### config.mk
export PLATFORM = sky130hd
export DESIGN_NAME = cubic_sharpen
export DESIGN_NICKNAME = d
export VERILOG_FILES = /design/src/rtl/cubic_sharpen_pkg.sv /design/src/rtl/cubic_sharpen_lap.sv /design/src/rtl/cubic_sharpen_cube.sv /design/src/rtl/cubic_sharpen_squash.sv /design/src/rtl/cubic_sharpen_merge.sv /design/src/rtl/cubic_sharpen.sv
export SDC_FILE = /design/constraint.sdc
export NUM_CORES = 1
export LEC_CHECK = 0
export BUFFER_PORTS_ARGS = -buffer_cell sky130_fd_sc_hd__buf_4
export CAP_MARGIN = 10
export CORE_MARGIN = 4
export CORE_UTILIZATION = 29
export DETAILED_ROUTE_END_ITERATION = 12
export PLACE_DENSITY = 0.55
export RECOVER_POWER = 25
export SLEW_MARGIN = 20
export SYNTH_ARGS = -nofsm -noshare
export SYNTH_HDL_FRONTEND = slang
export SYNTH_SLANG_ARGS = --single-unit
### constraint.sdc
create_clock -name clk -period 10 [get_ports clk]
set_clock_uncertainty 0.05 [all_clocks]
set_input_delay 3 -clock clk [delete_from_list [all_inputs] [get_ports clk]]
set_output_delay 3 -clock clk [all_outputs]
set_load 0.005 [all_outputs]
### src/rtl/cubic_sharpen_pkg.sv
package cubic_sharpen_pkg;

    localparam int DEF_PIX_W = 8;
    localparam int DEF_SHIFT = 12;

    // Saturate a signed integer into [lo, hi].
    function automatic int clip_int(input int x, input int lo, input int hi);
        if (x < lo)
            return lo;
        else if (x > hi)
            return hi;
        else
            return x;
    endfunction

endpackage

### src/rtl/cubic_sharpen_lap.sv
module cubic_sharpen_lap #(
    parameter int PIX_W = 8,
    parameter int LAP_W = PIX_W + 3
) (
    input  logic                    clk,
    input  logic                    rst_n,
    input  logic                    vld_i,
    input  logic [PIX_W-1:0]        c_i,
    input  logic [PIX_W-1:0]        n_i,
    input  logic [PIX_W-1:0]        s_i,
    input  logic [PIX_W-1:0]        e_i,
    input  logic [PIX_W-1:0]        w_i,
    output logic                    vld_o,
    output logic [PIX_W-1:0]        ctr_o,
    output logic signed [LAP_W-1:0] lap_o
);
    typedef struct packed {
        logic             vld;
        logic [PIX_W-1:0] ctr;
        logic [LAP_W-1:0] lap;
    } st_t;

    st_t st_d, st_q;

    logic signed [LAP_W-1:0] cx, nx, sx, ex, wx;

    always_comb begin
        cx = $signed(LAP_W'(c_i));
        nx = $signed(LAP_W'(n_i));
        sx = $signed(LAP_W'(s_i));
        ex = $signed(LAP_W'(e_i));
        wx = $signed(LAP_W'(w_i));
        st_d.vld = vld_i;
        st_d.ctr = c_i;
        st_d.lap = (cx <<< 2) - nx - sx - ex - wx;
    end

    always_ff @(posedge clk or negedge rst_n) begin
        if (!rst_n)
            st_q <= '0;
        else
            st_q <= st_d;
    end

    assign vld_o = st_q.vld;
    assign ctr_o = st_q.ctr;
    assign lap_o = $signed(st_q.lap);
endmodule

### src/rtl/cubic_sharpen_cube.sv
module cubic_sharpen_cube #(
    parameter int PIX_W  = 8,
    parameter int LAP_W  = PIX_W + 3,
    parameter int CUBE_W = 3 * (LAP_W - 1) + 1
) (
    input  logic                     clk,
    input  logic                     rst_n,
    input  logic                     vld_i,
    input  logic [PIX_W-1:0]         ctr_i,
    input  logic signed [LAP_W-1:0]  lap_i,
    output logic                     vld_o,
    output logic [PIX_W-1:0]         ctr_o,
    output logic signed [CUBE_W-1:0] cube_o
);
    typedef struct packed {
        logic              vld;
        logic [PIX_W-1:0]  ctr;
        logic [CUBE_W-1:0] cube;
    } st_t;

    st_t st_d, st_q;

    logic signed [CUBE_W-1:0] lx;

    always_comb begin
        lx = CUBE_W'(lap_i);
        st_d.vld  = vld_i;
        st_d.ctr  = ctr_i;
        st_d.cube = lx * lx * lx;
    end

    always_ff @(posedge clk or negedge rst_n) begin
        if (!rst_n)
            st_q <= '0;
        else
            st_q <= st_d;
    end

    assign vld_o  = st_q.vld;
    assign ctr_o  = st_q.ctr;
    assign cube_o = $signed(st_q.cube);
endmodule

### src/rtl/cubic_sharpen_squash.sv
module cubic_sharpen_squash
    import cubic_sharpen_pkg::*;
#(
    parameter int PIX_W  = 8,
    parameter int SHIFT  = 12,
    parameter int CUBE_W = 31,
    parameter int LIM_W  = PIX_W + 1
) (
    input  logic                     clk,
    input  logic                     rst_n,
    input  logic                     vld_i,
    input  logic [PIX_W-1:0]         ctr_i,
    input  logic signed [CUBE_W-1:0] cube_i,
    output logic                     vld_o,
    output logic [PIX_W-1:0]         ctr_o,
    output logic signed [LIM_W-1:0]  term_o
);
    localparam int TERM_HI = (1 << PIX_W) - 1;
    localparam int TERM_LO = -(1 << PIX_W);

    typedef struct packed {
        logic             vld;
        logic [PIX_W-1:0] ctr;
        logic [LIM_W-1:0] term;
    } st_t;

    st_t st_d, st_q;

    logic signed [CUBE_W-1:0] scaled;

    always_comb begin
        scaled    = cube_i >>> SHIFT;
        st_d.vld  = vld_i;
        st_d.ctr  = ctr_i;
        st_d.term = LIM_W'(clip_int(int'(scaled), TERM_LO, TERM_HI));
    end

    always_ff @(posedge clk or negedge rst_n) begin
        if (!rst_n)
            st_q <= '0;
        else
            st_q <= st_d;
    end

    assign vld_o  = st_q.vld;
    assign ctr_o  = st_q.ctr;
    assign term_o = $signed(st_q.term);
endmodule

### src/rtl/cubic_sharpen_merge.sv
module cubic_sharpen_merge
    import cubic_sharpen_pkg::*;
#(
    parameter int PIX_W = 8,
    parameter int LIM_W = PIX_W + 1,
    parameter int SUM_W = PIX_W + 2
) (
    input  logic                    clk,
    input  logic                    rst_n,
    input  logic                    vld_i,
    input  logic [PIX_W-1:0]        ctr_i,
    input  logic signed [LIM_W-1:0] term_i,
    output logic                    vld_o,
    output logic [PIX_W-1:0]        pix_o
);
    localparam int PIX_MAX = (1 << PIX_W) - 1;

    typedef struct packed {
        logic             sum_vld;
        logic [SUM_W-1:0] sum;
        logic             out_vld;
        logic [PIX_W-1:0] pix;
    } st_t;

    st_t st_d, st_q;

    logic signed [SUM_W-1:0] term_x;
    logic signed [SUM_W-1:0] ctr_x;

    always_comb begin
        term_x       = SUM_W'(term_i);
        ctr_x        = $signed(SUM_W'(ctr_i));
        st_d.sum_vld = vld_i;
        st_d.sum     = term_x + ctr_x;
        st_d.out_vld = st_q.sum_vld;
        st_d.pix     = PIX_W'(clip_int(int'($signed(st_q.sum)), 0, PIX_MAX));
    end

    always_ff @(posedge clk or negedge rst_n) begin
        if (!rst_n)
            st_q <= '0;
        else
            st_q <= st_d;
    end

    assign vld_o = st_q.out_vld;
    assign pix_o = st_q.pix;
endmodule

### src/rtl/cubic_sharpen.sv
module cubic_sharpen
    import cubic_sharpen_pkg::*;
#(
    parameter int PIX_W = DEF_PIX_W,
    parameter int SHIFT = DEF_SHIFT
) (
    input  logic             clk,
    input  logic             rst_n,
    input  logic             in_valid,
    input  logic [PIX_W-1:0] in_c,
    input  logic [PIX_W-1:0] in_n,
    input  logic [PIX_W-1:0] in_s,
    input  logic [PIX_W-1:0] in_e,
    input  logic [PIX_W-1:0] in_w,
    output logic             out_valid,
    output logic [PIX_W-1:0] out_pix
);
    localparam int LAP_W  = PIX_W + 3;
    localparam int CUBE_W = 3 * (LAP_W - 1) + 1;
    localparam int LIM_W  = PIX_W + 1;
    localparam int SUM_W  = PIX_W + 2;

    logic                     v1, v2, v3;
    logic [PIX_W-1:0]         c1, c2, c3;
    logic signed [LAP_W-1:0]  lap1;
    logic signed [CUBE_W-1:0] cube2;
    logic signed [LIM_W-1:0]  term3;

    cubic_sharpen_lap #(.PIX_W(PIX_W), .LAP_W(LAP_W)) u_lap (
        .clk(clk), .rst_n(rst_n), .vld_i(in_valid),
        .c_i(in_c), .n_i(in_n), .s_i(in_s), .e_i(in_e), .w_i(in_w),
        .vld_o(v1), .ctr_o(c1), .lap_o(lap1)
    );

    cubic_sharpen_cube #(.PIX_W(PIX_W), .LAP_W(LAP_W), .CUBE_W(CUBE_W)) u_cube (
        .clk(clk), .rst_n(rst_n), .vld_i(v1), .ctr_i(c1), .lap_i(lap1),
        .vld_o(v2), .ctr_o(c2), .cube_o(cube2)
    );

    cubic_sharpen_squash #(.PIX_W(PIX_W), .SHIFT(SHIFT), .CUBE_W(CUBE_W), .LIM_W(LIM_W)) u_squash (
        .clk(clk), .rst_n(rst_n), .vld_i(v2), .ctr_i(c2), .cube_i(cube2),
        .vld_o(v3), .ctr_o(c3), .term_o(term3)
    );

    cubic_sharpen_merge #(.PIX_W(PIX_W), .LIM_W(LIM_W), .SUM_W(SUM_W)) u_merge (
        .clk(clk), .rst_n(rst_n), .vld_i(v3), .ctr_i(c3), .term_i(term3),
        .vld_o(out_valid), .pix_o(out_pix)
    );
endmodule

==> results summary <==
The run finished, with violations left. The final reports fail on negative setup slack. The total count of hold-check failures in the final report is 0. The CTS root buffer is sky130_fd_sc_hd__clkbuf_16. During placement, the flow inserted port buffers numbering 51.

The number of warnings printed during yosys synthesis is 0. The maximum number of buffers from clock root to sink is 2. The number of search-and-repair iterations in the first detailed-routing pass came out at 4. The post-route setup TNS is -8.260 ps. The worst hold slack is 279.3 ps. The synthesized design devotes to its leading area cell type 42.65% of total area.

The share of layout cells above drive strength 1 is 15.74%. The floorplan step set the die height to 237.4 um. The required time of the critical path came out at 10,180 ps.

The most used flip-flop cell after synthesis is sky130_fd_sc_hd__dfrtp_1. The post-DP HPWL came out at 28,250 um. The worst setup margin came out at -8.260 ps. The post-place instance area came out at 17,030 um2. On the critical path the largest part of the delay comes from adder cells. The hold path startpoint is u_cube.ctr_o[4]$_DFF_PN0_.

Compared with the post-synthesis result, the final layout area differs by 17.23%. The path with the worst hold slack has its endpoint at u_squash.ctr_o[4]$_DFF_PN0_. Setup repair after global routing could not meet its margin everywhere. The mean instance size in the synthesized netlist is 9.754 um2.

The final standard cell area without fillers is 17,880 um2. The portion of the post-synthesis area used by sequential elements came out at 14.11%. The number of ports placed on the die boundary came out at 52.

The largest area contributor in the synthesized netlist is sky130_fd_sc_hd__fa_1. The final max-slew violation count came to 0. Measured against its own limit, the worst slew margin works out to 40.93%. The number of clock buffers added by TritonCTS is 9.

The maximum level of the CTS H-tree came out at 3. After global routing the overflow that remains totals 0. The CTS clock-pin slew for the worst setup and hold paths is 80 ps.

The floorplan die area is 56,340 um2. The beginning of the worst register-to-register path is u_lap.lap_o[4]$_DFF_PN0_. The post-synthesis net count came out at 2,060.

Entering global routing, the biggest net connects 69 pins. The worst-margin pin slew came out at 886.0 ps. The cell type with the highest occurrence count on the critical path is sky130_fd_sc_hd__fa_1. For this block, wires on met1 add up to 14,830 um. The last weighted congestion value of the routability-driven placer is 0.8214. The cell count of the worst hold path is 0. The detailed-routed wire length on met3 is 754 um. The number of setup violations in the final report is 1. The number of buffer and inverter instances along the worst setup path is 6. In this run the cell area of the synthesized design comes to 15,260 um2. In the post-synthesis netlist, the biggest area contributors are sky130_fd_sc_hd__fa_1 (43%), sky130_fd_sc_hd__dfrtp_1 (14%), sky130_fd_sc_hd__ha_1 (10%). The via count of the first global-routing pass is 11,070. Counting flops with a built-in enable in the synthesized netlist gives 0. The number of nets in the layout is 2,194.

The total inserted antenna cells came out at 0. The maximum fanout along the worst path is 5. The share of the clock period used by the worst path after layout is 100.1%. The detailed router finished its first iteration with 419 violations.

Across all layers, the routed design uses 10,232 vias. The met2 wirelength from detailed routing came out at 17,190 um. By startpoint and endpoint, the worst setup path is classified as reg2reg. The nature of the critical path endpoint is a flip-flop. The global-route wire length before repair is 56,780 um. The count of standard-cell rows came out at 83.

In this run the worst hold path is classified as reg2reg. The global-route usage over all layers is 12.34%. From left edge to right edge, the die measures 237.4 um. Setup slack on the worst reg-to-reg path comes out at -8 ps. The number of remaining DRC errors is 0. The peak clock frequency supported by timing came out at 99.92 MHz. The remaining antenna violation count after routing is 0. The insertion delay of the later-clocked pin in the worst-skew pair is 350 ps.

The proportion of register bits with asynchronous set or reset after synthesis came out at 100.0%. Hold repair after CTS inserted 0 buffers. STA classifies the critical path startpoint as a flip-flop. The starting density of the core is 29.50%.

The total of flip-flops plus latches after synthesis came out at 86. The worst reg-to-reg path cell count is 33. The post-detailed-route via-to-cell ratio is 4.294. After detailed routing, the average wire length per cell comes to 14.10 um. After detailed routing, no signal wire sits above met4. The number of violations of the max-capacitance limit came out at 0. The delay of the slowest critical-path stage came out at 590 ps. For the finished layout, the period the worst path requires is 10,010 ps. The TritonCTS sink count came out at 86. The number of cells produced by synthesis came out at 1,564. After synthesis, the netlist uses 50 different library cells. The fill cell total of the finished layout is 5,348. The slowest stage of the critical path is the sky130_fd_sc_hd__fa_1 cell.

At the worst endpoint, the arrival time is 10,190 ps. The standard cell core area is 51,720 um2. After detailed routing, the total wire length is 33,590 um. The number of antenna violations at the first check in global routing came out at 0.

In this run the critical register-to-register path is captured at u_cube.cube_o[30]$_DFF_PN0_. The clock tree from TritonCTS is yes.
metal layers:
metal,global-route usage (%),vias up
met1,16.89,5259
li1,-,4833
met2,21.30,109
met3,1.218,31
met4,2.813,0
met5,0,-
layout make-up:
type	instances	area (um2)	area share, %
Clock inverter	7	73.82	0.4128
Multi-Input combinational cell	1005	11590	64.82
Inverter	413	1550	8.668
Sequential cell	86	2162	12.09
Clock buffer	9	225.2	1.259
Timing Repair Buffer	183	1429	7.989
Tap cell	680	850.8	4.757
how the worst max path moves through the flow:
stage          slack, ps                startpoint                     endpoint  depth (start not counted)
3_3_place_gp        -100  u_lap.lap_o[4]$_DFF_PN0_  u_cube.cube_o[30]$_DFF_PN0_                         35
6_report              -8  u_lap.lap_o[4]$_DFF_PN0_  u_cube.cube_o[30]$_DFF_PN0_                         33
4_1_cts                3  u_lap.lap_o[2]$_DFF_PN0_  u_cube.cube_o[30]$_DFF_PN0_                         34
2_1_floorplan         30  u_lap.lap_o[6]$_DFF_PN0_  u_cube.cube_o[30]$_DFF_PN0_                         34
3_5_place_dp        -320  u_lap.lap_o[4]$_DFF_PN0_  u_cube.cube_o[26]$_DFF_PN0_                         36
5_1_grt             -260  u_lap.lap_o[0]$_DFF_PN0_  u_cube.cube_o[30]$_DFF_PN0_                         34
cell families after synthesis:
family,after synthesis,share of synthesized area (%)
AO/OA/AOI/OAI,103,4.412
XOR/XNOR,71,4.166
adder cells (fa/ha/maj),453,53.15
buffers and inverters,473,11.83
flip-flops,86,14.11
multiplexers,2,0.1394
AND/OR/NAND/NOR,376,12.20
sequential cells by signal (all words and copies together), names as in the netlist:
register,count
u_cube.ctr_o,8
u_cube.cube_o,19
u_cube.vld_o,1
u_lap.ctr_o,8
u_lap.lap_o,11
u_lap.vld_o,1
u_merge.pix_o,8
u_merge.st_d,1
u_merge.st_q,10
u_merge.vld_o,1
u_squash.ctr_o,8
u_squash.term_o,9
u_squash.vld_o,1
per-stage QoR:
step,util [%],cells,setup WS (ps)
finish,34.58,2383,-8.260
detailed placement,32.92,2338,-320.9
global route,34.58,2383,-264.7
global placement,32.92,2338,-101.0
CTS,34.00,2369,3.254
floorplan,-,1564,33.36
cell usage in the layout (no fill, tap or decap), types with 3 or more instances in the layout:
cell type | synthesis | final
sky130_fd_sc_hd__a21o_1 | 20 | 20
sky130_fd_sc_hd__fa_1 | 325 | 320
sky130_fd_sc_hd__inv_2 | 0 | 6
sky130_fd_sc_hd__nor3_1 | 13 | 11
sky130_fd_sc_hd__xnor2_2 | 0 | 6
sky130_fd_sc_hd__nor2_2 | 0 | 3
sky130_fd_sc_hd__a31oi_1 | 4 | 3
sky130_fd_sc_hd__nand2b_1 | 17 | 17
sky130_fd_sc_hd__and2_1 | 107 | 103
sky130_fd_sc_hd__fa_2 | 0 | 5
sky130_fd_sc_hd__a21oi_1 | 32 | 26
sky130_fd_sc_hd__dfrtp_1 | 86 | 78
sky130_fd_sc_hd__buf_4 | 8 | 173
sky130_fd_sc_hd__and2_4 | 0 | 4
sky130_fd_sc_hd__ha_4 | 0 | 6
sky130_fd_sc_hd__and3_1 | 6 | 6
sky130_fd_sc_hd__a21oi_2 | 0 | 5
sky130_fd_sc_hd__nor2_1 | 58 | 53
sky130_fd_sc_hd__inv_8 | 0 | 3
sky130_fd_sc_hd__inv_1 | 413 | 407
sky130_fd_sc_hd__o21a_1 | 6 | 6
sky130_fd_sc_hd__nand3_1 | 7 | 6
sky130_fd_sc_hd__nand4_1 | 3 | 3
sky130_fd_sc_hd__clkbuf_16 | 0 | 9
sky130_fd_sc_hd__nor4_1 | 4 | 3
sky130_fd_sc_hd__o21bai_1 | 6 | 6
sky130_fd_sc_hd__buf_6 | 0 | 8
sky130_fd_sc_hd__xor2_1 | 21 | 20
sky130_fd_sc_hd__nor2b_1 | 11 | 11
sky130_fd_sc_hd__ha_1 | 128 | 122
sky130_fd_sc_hd__xnor2_1 | 49 | 43
sky130_fd_sc_hd__o21ai_0 | 13 | 13
sky130_fd_sc_hd__nand2_1 | 137 | 135
sky130_fd_sc_hd__dfrtp_2 | 0 | 8
Yosys cell counts (2+ instances only):
library cell,count
sky130_fd_sc_hd__o21bai_1,6
sky130_fd_sc_hd__o211ai_1,2
sky130_fd_sc_hd__nor2b_1,11
sky130_fd_sc_hd__xnor2_1,49
sky130_fd_sc_hd__a31oi_1,4
sky130_fd_sc_hd__and3_1,6
sky130_fd_sc_hd__or4_1,2
sky130_fd_sc_hd__inv_1,413
sky130_fd_sc_hd__a21oi_1,32
sky130_fd_sc_hd__o21ai_0,13
sky130_fd_sc_hd__a211oi_1,2
sky130_fd_sc_hd__clkbuf_1,52
sky130_fd_sc_hd__nor3_1,13
sky130_fd_sc_hd__nand3_1,7
sky130_fd_sc_hd__and2_1,107
sky130_fd_sc_hd__dfrtp_1,86
sky130_fd_sc_hd__nand2_1,137
sky130_fd_sc_hd__nand4_1,3
sky130_fd_sc_hd__buf_4,8
sky130_fd_sc_hd__nor4_1,4
sky130_fd_sc_hd__a21boi_0,2
sky130_fd_sc_hd__xor2_1,21
sky130_fd_sc_hd__nand2b_1,17
sky130_fd_sc_hd__or3_1,2
sky130_fd_sc_hd__a31o_1,2
sky130_fd_sc_hd__o21a_1,6
sky130_fd_sc_hd__o311ai_0,2
sky130_fd_sc_hd__ha_1,128
sky130_fd_sc_hd__o31ai_1,4
sky130_fd_sc_hd__and4_1,3
sky130_fd_sc_hd__fa_1,325
sky130_fd_sc_hd__a21o_1,20
sky130_fd_sc_hd__nor2_1,58
repair_timing:
item                                    4_1_cts  5_1_grt
endpoints found under the setup margin        6        9
setup buffers                                15       14
gates resized for setup                      35       44
pin swaps                                    32       46
Power is left out: the tool's default activity adds up to more than one toggle a clock period on the data nets, which glitch-free logic cannot reach.
